===== config.mk =====
export PLATFORM = sky130hd
export DESIGN_NAME = axi_tput_mon
export DESIGN_NICKNAME = d
export VERILOG_FILES = /design/src/rtl/tmon_pkg.sv /design/src/rtl/tmon_window.sv /design/src/rtl/tmon_counters.sv /design/src/rtl/tmon_divider.sv /design/src/rtl/axi_tput_mon.sv
export SDC_FILE = /design/constraint.sdc
export NUM_CORES = 1
export LEC_CHECK = 0
export BUFFER_PORTS_ARGS = -buffer_cell sky130_fd_sc_hd__buf_2
export CAP_MARGIN = 10
export CORE_UTILIZATION = 60
export DETAILED_ROUTE_END_ITERATION = 8
export PLACE_DENSITY = 0.81
export SETUP_SLACK_MARGIN = 0.02
export SYNTH_ARGS = -nofsm -noshare
export SYNTH_HDL_FRONTEND = slang
export SYNTH_HIERARCHICAL = 1
export SYNTH_SLANG_ARGS = --single-unit

===== constraint.sdc =====
create_clock -name clk -period 27.9 [get_ports clk]
set_clock_uncertainty 0.2 [all_clocks]
set_input_delay 8.37 -clock clk [delete_from_list [all_inputs] [get_ports clk]]
set_output_delay 8.37 -clock clk [all_outputs]
set_load 0.02 [all_outputs]

===== src/rtl/tmon_pkg.sv =====
package tmon_pkg;

    localparam int WIN_W   = 16;
    localparam int SCALE   = 1000;
    localparam int SCALE_W = 10;
    localparam int NUM_EV  = 6;

    typedef enum logic [2:0] {
        EV_RD_BEAT  = 3'd0,
        EV_WR_BEAT  = 3'd1,
        EV_AR_STALL = 3'd2,
        EV_AW_STALL = 3'd3,
        EV_R_STALL  = 3'd4,
        EV_B_STALL  = 3'd5
    } ev_e;

    typedef struct packed {
        logic valid;
        logic ready;
    } hs_t;

    typedef struct packed {
        hs_t ar;
        hs_t aw;
        hs_t w;
        hs_t r;
        hs_t b;
    } port_hs_t;

    typedef logic [NUM_EV-1:0][WIN_W-1:0] ev_counts_t;

    function automatic logic [NUM_EV-1:0] classify(port_hs_t p);
        logic [NUM_EV-1:0] e;
        e = '0;
        e[EV_RD_BEAT]  = p.r.valid  &  p.r.ready;
        e[EV_WR_BEAT]  = p.w.valid  &  p.w.ready;
        e[EV_AR_STALL] = p.ar.valid & ~p.ar.ready;
        e[EV_AW_STALL] = p.aw.valid & ~p.aw.ready;
        e[EV_R_STALL]  = p.r.valid  & ~p.r.ready;
        e[EV_B_STALL]  = p.b.valid  & ~p.b.ready;
        return e;
    endfunction

endpackage


===== src/rtl/tmon_window.sv =====
module tmon_window
    import tmon_pkg::*;
(
    input  logic             clk,
    input  logic             rst,
    input  logic             start,
    input  logic [WIN_W-1:0] win_len,
    input  logic             blocked,
    output logic             active,
    output logic             last,
    output logic [WIN_W-1:0] len_q
);

    logic [WIN_W-1:0] remain;

    always_ff @(posedge clk) begin
        if (rst) begin
            active <= 1'b0;
            remain <= '0;
            len_q  <= '0;
        end else if (active) begin
            remain <= remain - 1'b1;
            if (remain == WIN_W'(1)) active <= 1'b0;
        end else if (start && !blocked && win_len != '0) begin
            active <= 1'b1;
            remain <= win_len;
            len_q  <= win_len;
        end
    end

    assign last = active && (remain == WIN_W'(1));

    // an open window counts down by one every cycle
    p_count_down_r5: assert property (@(posedge clk) disable iff (rst)
        (active && !last) |=> (active && remain == $past(remain) - 1'b1));

    // a new start inside a window leaves the length alone
    p_len_held_r9: assert property (@(posedge clk) disable iff (rst)
        active |=> $stable(len_q));

    // zero length never opens a window
    p_zero_len_r9: assert property (@(posedge clk) disable iff (rst)
        (!active && win_len == '0) |=> !active);

endmodule


===== src/rtl/tmon_counters.sv =====
module tmon_counters
    import tmon_pkg::*;
(
    input  logic              clk,
    input  logic              rst,
    input  logic              sample_en,
    input  logic              last,
    input  logic [NUM_EV-1:0] events,
    output ev_counts_t        totals
);

    ev_counts_t live;

    for (genvar i = 0; i < NUM_EV; i++) begin : g_ev
        always_ff @(posedge clk) begin
            if (rst)            live[i] <= '0;
            else if (sample_en) live[i] <= last ? '0 : live[i] + WIN_W'(events[i]);
        end

        assign totals[i] = live[i] + WIN_W'(events[i]);

        // nothing moves between windows
        p_idle_hold_r6: assert property (@(posedge clk) disable iff (rst)
            !sample_en |=> $stable(live[i]));

        // a counter grows by at most one per sampled cycle
        p_single_step_r1: assert property (@(posedge clk) disable iff (rst)
            (sample_en && !last) |=> (live[i] - $past(live[i])) <= WIN_W'(1));
    end

endmodule


===== src/rtl/tmon_divider.sv =====
module tmon_divider #(
    parameter int DVD_W = 27,
    parameter int DVS_W = 16,
    parameter int Q_W   = 12
) (
    input  logic             clk,
    input  logic             rst,
    input  logic             load,
    input  logic [DVD_W-1:0] dividend,
    input  logic [DVS_W-1:0] divisor,
    output logic             busy,
    output logic             fin,
    output logic [Q_W-1:0]   quot
);

    localparam int STEP_W = $clog2(DVD_W) + 1;

    logic [DVD_W-1:0]  num_sh;
    logic [DVD_W-1:0]  q_acc;
    logic [DVS_W-1:0]  rem;
    logic [DVS_W-1:0]  dvs;
    logic [STEP_W-1:0] step;
    logic [DVS_W:0]    trial;
    logic [DVS_W:0]    diff;
    logic              ge;
    logic [DVD_W-1:0]  q_next;

    always_comb begin
        trial  = {rem, num_sh[DVD_W-1]};
        ge     = trial >= {1'b0, dvs};
        diff   = trial - {1'b0, dvs};
        q_next = {q_acc[DVD_W-2:0], ge};
    end

    always_ff @(posedge clk) begin
        if (rst) begin
            busy   <= 1'b0;
            fin    <= 1'b0;
            quot   <= '0;
            num_sh <= '0;
            q_acc  <= '0;
            rem    <= '0;
            dvs    <= '0;
            step   <= '0;
        end else begin
            fin <= 1'b0;
            if (load) begin
                busy   <= 1'b1;
                num_sh <= dividend;
                q_acc  <= '0;
                rem    <= '0;
                dvs    <= divisor;
                step   <= '0;
            end else if (busy) begin
                rem    <= ge ? diff[DVS_W-1:0] : trial[DVS_W-1:0];
                num_sh <= num_sh << 1;
                q_acc  <= q_next;
                step   <= step + 1'b1;
                if (step == STEP_W'(DVD_W - 1)) begin
                    busy <= 1'b0;
                    fin  <= 1'b1;
                    quot <= q_next[Q_W-1:0];
                end
            end
        end
    end

    // partial remainder stays below the divisor
    p_rem_bound_r8: assert property (@(posedge clk) disable iff (rst)
        busy |-> (rem < dvs));

endmodule


===== src/rtl/axi_tput_mon.sv =====
module axi_tput_mon
    import tmon_pkg::*;
#(
    parameter int BUS_BYTES = 32,
    parameter int UTIL_W    = 12,
    parameter int BYTE_W    = WIN_W + $clog2(BUS_BYTES) + 1
) (
    input  logic              clk,
    input  logic              rst,
    input  logic              start,
    input  logic [WIN_W-1:0]  win_len,
    input  logic              arvalid,
    input  logic              arready,
    input  logic              awvalid,
    input  logic              awready,
    input  logic              wvalid,
    input  logic              wready,
    input  logic              rvalid,
    input  logic              rready,
    input  logic              bvalid,
    input  logic              bready,
    output logic [WIN_W-1:0]  rd_beats,
    output logic [WIN_W-1:0]  wr_beats,
    output logic [WIN_W-1:0]  ar_stall,
    output logic [WIN_W-1:0]  aw_stall,
    output logic [WIN_W-1:0]  r_stall,
    output logic [WIN_W-1:0]  b_stall,
    output logic [BYTE_W-1:0] rd_bytes,
    output logic [BYTE_W-1:0] wr_bytes,
    output logic [UTIL_W-1:0] util,
    output logic              done,
    output logic              util_valid
);

    localparam int DVD_W = WIN_W + 1 + SCALE_W;

    port_hs_t          port_hs;
    logic [NUM_EV-1:0] events;
    logic              active;
    logic              last;
    logic [WIN_W-1:0]  len_q;
    logic              div_busy;
    ev_counts_t        totals;
    logic [WIN_W:0]    beat_sum;
    logic [DVD_W-1:0]  dividend;

    always_comb begin
        port_hs  = '{ar: '{arvalid, arready}, aw: '{awvalid, awready},
                     w:  '{wvalid,  wready},  r:  '{rvalid,  rready},
                     b:  '{bvalid,  bready}};
        events   = classify(port_hs);
        beat_sum = {1'b0, totals[EV_RD_BEAT]} + {1'b0, totals[EV_WR_BEAT]};
        dividend = DVD_W'(beat_sum) * DVD_W'(SCALE);
    end

    tmon_window u_window (
        .clk     (clk),
        .rst     (rst),
        .start   (start),
        .win_len (win_len),
        .blocked (div_busy),
        .active  (active),
        .last    (last),
        .len_q   (len_q)
    );

    tmon_counters u_counters (
        .clk       (clk),
        .rst       (rst),
        .sample_en (active),
        .last      (last),
        .events    (events),
        .totals    (totals)
    );

    tmon_divider #(
        .DVD_W (DVD_W),
        .DVS_W (WIN_W),
        .Q_W   (UTIL_W)
    ) u_div (
        .clk      (clk),
        .rst      (rst),
        .load     (last),
        .dividend (dividend),
        .divisor  (len_q),
        .busy     (div_busy),
        .fin      (util_valid),
        .quot     (util)
    );

    always_ff @(posedge clk) begin
        if (rst) begin
            rd_beats <= '0;
            wr_beats <= '0;
            ar_stall <= '0;
            aw_stall <= '0;
            r_stall  <= '0;
            b_stall  <= '0;
            rd_bytes <= '0;
            wr_bytes <= '0;
            done     <= 1'b0;
        end else begin
            done <= last;
            if (last) begin
                rd_beats <= totals[EV_RD_BEAT];
                wr_beats <= totals[EV_WR_BEAT];
                ar_stall <= totals[EV_AR_STALL];
                aw_stall <= totals[EV_AW_STALL];
                r_stall  <= totals[EV_R_STALL];
                b_stall  <= totals[EV_B_STALL];
                rd_bytes <= BYTE_W'(totals[EV_RD_BEAT]) * BYTE_W'(BUS_BYTES);
                wr_bytes <= BYTE_W'(totals[EV_WR_BEAT]) * BYTE_W'(BUS_BYTES);
            end
        end
    end

    // done lasts a single cycle
    p_done_pulse_r5: assert property (@(posedge clk) disable iff (rst)
        done |=> !done);

    // two data channels can never exceed twice full scale
    p_util_range_r8: assert property (@(posedge clk) disable iff (rst)
        util_valid |-> (util <= UTIL_W'(2 * SCALE)));

    // a result never arrives while a window is open
    p_no_overlap_r9: assert property (@(posedge clk) disable iff (rst)
        util_valid |-> !active);

endmodule


* Word-level counts from Yosys, hierarchy flattened
Index checks and enable logic that the tools add are counted.
** Cells by class
- $add $sub $neg :: 10
- $mul :: 1
- Order comparisons :: 1
- Eq/ne operators :: 2
- Muxes and demuxes :: 18
- Bitwise operators :: 13
- Reduce and logical (&&, ||, !) cells :: 11
** Operators with widths (number)
- $mux W16 :: 9
- $add A16 B1 Y16 :: 6
- $mux W27 :: 2
- $mul A17 B7 Y24 const B :: 1
- $add A16 B16 Y17 :: 1
- $ge A17 B16 Y1 :: 1
- $eq A16 B1 Y1 const B :: 1
- $reduce_bool A16 Y1 :: 1
- $sub A16 B1 Y16 const B :: 1
- $sub A16 B16 Y16 :: 1
- $mux W1 :: 7
- $not A1 Y1 :: 7
- $add A6 B1 Y6 const B :: 1
- $and A1 B1 Y1 :: 6
- $eq A6 B5 Y1 const B :: 1
- $reduce_bool A2 Y1 :: 2
- $logic_and A1 B1 Y1 :: 3
- $reduce_and A3 Y1 :: 1
- $reduce_or A3 Y1 :: 1
- $reduce_and A2 Y1 :: 1
- $reduce_or A2 Y1 :: 1
- $logic_not A1 Y1 :: 1
** Storage, ports and cells
- Register bits :: 313
- Output and inout bits :: 154
- Word-level logic and storage cells :: 80

* Depth between registers and ports, before layout
- Depth in word-level cells :: 5
- Depth in mapped cells :: 31
- Mapped depth without buffers :: 28

* Cells and area by module
Netlist, hierarchy kept.
** Modules (own cells, without submodules)
- axi_tput_mon :: instances 1, cells an instance 786, area each 7460.9 um2
- tmon_counters :: instances 1, cells an instance 749, area each 5891.9 um2
- tmon_divider :: instances 1, cells an instance 523, area each 4521.8 um2
- tmon_window :: instances 1, cells an instance 180, area each 1461.4 um2

* Worst setup path after synthesis
Ideal clock, no wire load.
- Path kind :: in2reg
- Start point :: input port wvalid
- End point :: register u_div.num_sh[26]
- Library setup time :: 127 ps
- Arrival time :: 14676 ps
- Required time :: 27573 ps
- Path slack :: 12897 ps
- Stages :: 28
- Buffers on the path :: 1
- Path through :: and2_1 > ha_1 > ha_1 > and3_1 > buf_2 > xor2_1 > ha_1 > o211ai_1 > a21oi_2 > o41ai_4 > o31ai_2 > a31o_2 > xor2_1 > ha_1 > inv_1 > fa_1 > fa_1 > fa_1 > inv_1 > ha_1 > a21oi_1 > o221ai_1 > a21oi_1 > nor3_1 > a2111oi_0 > o211ai_1 > a21oi_1 > nor2_1
** RTL lines
- start: declaration :: RTL line axi_tput_mon.sv:16 : input logic wvalid,
- end signal: assignment :: RTL line tmon_divider.sv:49 : num_sh <= dividend;
- end signal: assignment :: RTL line tmon_divider.sv:56 : num_sh <= num_sh << 1;
- end: declaration :: RTL line tmon_divider.sv:18 : logic [DVD_W-1:0] num_sh;

==> flow_summary.ini <==
[floorplan]
die_h_um = 182
initial_core_util_pct = 61.1
num_io_pins = 183
die_area_um2 = 32900
placementRows = 65
die_x_um = 182
core_um2 = 31600

[clocking]
clk_pin_slew_ps = 60
insertion_delay_ps = 530
numCtsBuffers = 35
post_cts_resized = 0
clock_sinks = 316
clock_path_buffers = 3
cts_root_buffer = clkbuf_16
cts_hold_buf = 0
h-tree-depth = 2
cts_tree = yes
cts_setup_buffers = 0

[yosys]
ys.flop_type = dfxtp_1
yosys_warnings = 6
synth-async-reset-ratio_pct = 0
ys_types = 92
synth_area_um2 = 19300
synth_area_per_cell_um2 = 8.64
synth_seq_area_share_pct = 32.7
synth_edf_count = 0
ys_ff_latch = 316
syn-instance-count = 2238

[sta]
slew_headroom_pct = 24.6
fmax_mhz = 64.5
drv_slew = 0
setup_tns_ps = 0
worstMarginPinSlew_ps = 1130
rsz0062_at_grt = false
period_share_pct = 55.6
fin_crit_ps = 15510
finalSetupViolations = 0
hold_viol = 0

[place]
place_congestion = 0.941
post-dp-hpwl_mm = 31.8
numPortBuffers = 170

[cells_and_area]
fin_nets = 2470
final_common_cell = dfxtp_1
fin_util_pct = 67.2
syn2layout_area_growth_pct = 9.91
mostFrequentLayoutCells = dfxtp_1, nor2_1, buf_2
diodes = 0
layout-drive-gt1-share_pct = 12.4

[critical_path]
start_kind = input pin
cpPeakStageDelay_ps = 540
criticalPathCategory = in -> reg
critPathRequiredTime_ps = 28080
cp.buffers_inverters = 3
critPathArrivalTime_ps = 15690
cp_max_fo = 7
r2r_setup_slack_ps = 20140
crit_family = adder cells
startpoint = rvalid
crit_top_cell = ha_1
worstSetupEndpointType = flip-flop
r2r_start = u_counters/live[16]
slowest_stage = fa_1

[power_and_ir_drop]
power.switching_mw = 0.249
power_density_nw_per_um2 = 50.3
intPower_mw = 0.820
pwr-share-clk_pct = 49.2
power_frac_seq_pct = 43.2
p_sw_share_pct = 23.3
p_leak_nw = 9.06
combPwrFrac_pct = 7.6
vdd_drop_max_mv = 0.0497

[routing]
wl_mm = 45.8
vias = 16360
viasPerCell = 6.02
route.detailed.drc = 0
drt_first_iter_violations = 1254
wl_per_cell_um = 16.9
ant_nets = 0
first_pass_iters = 6

[min_path]
hold_class = reg -> reg
hold_start = u_window/len_q[2]

[grt]
grt_pass1_vias = 15653
grt_max_degree = 151
grt_antenna_before_repair = 0
grt_pass1_wl_mm = 75.1
overflow = 0
grtUsageTotal_pct = 27.2

[run_status]
outcome = finished clean

[run]
cap_violations = 0
sequential cells by signal (all words and copies together) (netlist names):
| signal | cells |
|---|---|
| u_window/len_q | 16 |
| aw_stall | 16 |
| u_div/busy | 1 |
| ar_stall | 16 |
| u_div/dvs | 16 |
| u_div/rem | 16 |
| u_div/quot | 12 |
| rd_beats | 16 |
| u_window/active | 1 |
| u_div/step | 6 |
| wr_bytes | 16 |
| r_stall | 16 |
| u_window/remain | 16 |
| u_div/q_acc | 11 |
| done | 1 |
| b_stall | 16 |
| u_counters/live | 96 |
| u_div/fin | 1 |
| u_div/num_sh | 27 |
cell type report:
cell class | instances | area (um^2)
clock buffers | 43 | 946
clock inverters | 20 | 383
fillers | 2490 | 10400
inverters | 102 | 383
multi-input cells | 1652 | 11800
flip-flops and latches | 316 | 6330
well taps | 402 | 503
repair buffers | 181 | 955
final timing paths:
check | to | cells after the start
min reg2reg | u_window/len_q[2] | 2
max reg2reg | u_div/num_sh[26] | 27
max | u_div/num_sh[26] | 29
min | u_window/len_q[2] | 2
synthesized netlist by cell type, drive strengths merged, types with 56 or more instances:
library cell	number	area share (%)
dfxtp	316	33
nor2	298	5.8
mux2i	166	8.6
a21oi	144	3.8
nand2	141	2.8
buf	104	3.3
inv	102	2.0
ha	101	6.5
xnor2	93	4.3
o21ai	90	2.3
clkbuf	78	1.5
a31oi	56	1.8
cell families (layout without fill, tap and decap cells):
| family | count (synthesis) | after routing | synth area share (%) |
|---|---|---|---|
| AND/OR/NAND/NOR | 728 | 728 | 18.1 |
| buffers and inverters | 284 | 346 | 6.81 |
| AO/OA/AOI/OAI | 445 | 445 | 15.1 |
| flip-flops | 316 | 316 | 32.7 |
| multiplexers | 166 | 166 | 8.59 |
| other | 1 | 15 | 0.0194 |
| adder cells (fa/ha/maj) | 154 | 154 | 12.0 |
| XOR/XNOR | 144 | 144 | 6.72 |
worst reg2reg max path, stage by stage, from the launching register on:
cell	delay, ps
dfxtp_1	350
ha_1	200
ha_1	230
and3_1	410
nand3_1	150
xnor2_1	310
ha_1	320
o21ai_0	120
nand2b_1	130
o41ai_4	130
o31ai_2	430
a31o_2	250
xor2_1	520
ha_1	340
inv_1	70
fa_1	430
fa_1	520
fa_1	540
inv_1	40
ha_1	360
a21oi_1	210
o221ai_1	160
a21oi_1	330
nor3_1	90
a2111oi_0	420
o211ai_1	160
a21oi_1	160
nor2_1	50
through the flow:
step                cell area, um^2  cells  power [mW]  hold slack (ps)  setup slack [ps]
floorplan                     19400   2252       0.532              236             12900
global placement              19900   2653       0.548              246             12280
detailed placement            19900   2653       0.551              250             11950
CTS                           21300   2716        1.08              257             12480
global route                  21300   2716        1.11              274             11770
finish                        21300   2716        1.07              252             12390
per-layer routing:
metal	part of all wire, %	GRT usage (%)	vias up	wire length (um)
li1	-	-	7874	-
met5	0	0	-	0
met3	6.7	4.63	111	3070
met4	2.9	9.49	0	1320
met1	44	36.3	7786	20100
met2	46	44.6	589	21300
power by group through the flow:
stage | Clock [mW] | Sequential, mW | Combinational [mW]
5_1_grt | 0.553 | 0.462 | 0.0897
3_3_place_gp | 0 | 0.471 | 0.0773
3_5_place_dp | 0 | 0.471 | 0.0796
4_1_cts | 0.535 | 0.461 | 0.0805
2_1_floorplan | 0 | 0.470 | 0.0620
6_report | 0.526 | 0.462 | 0.0816
(Power assumes the default switching activity.)
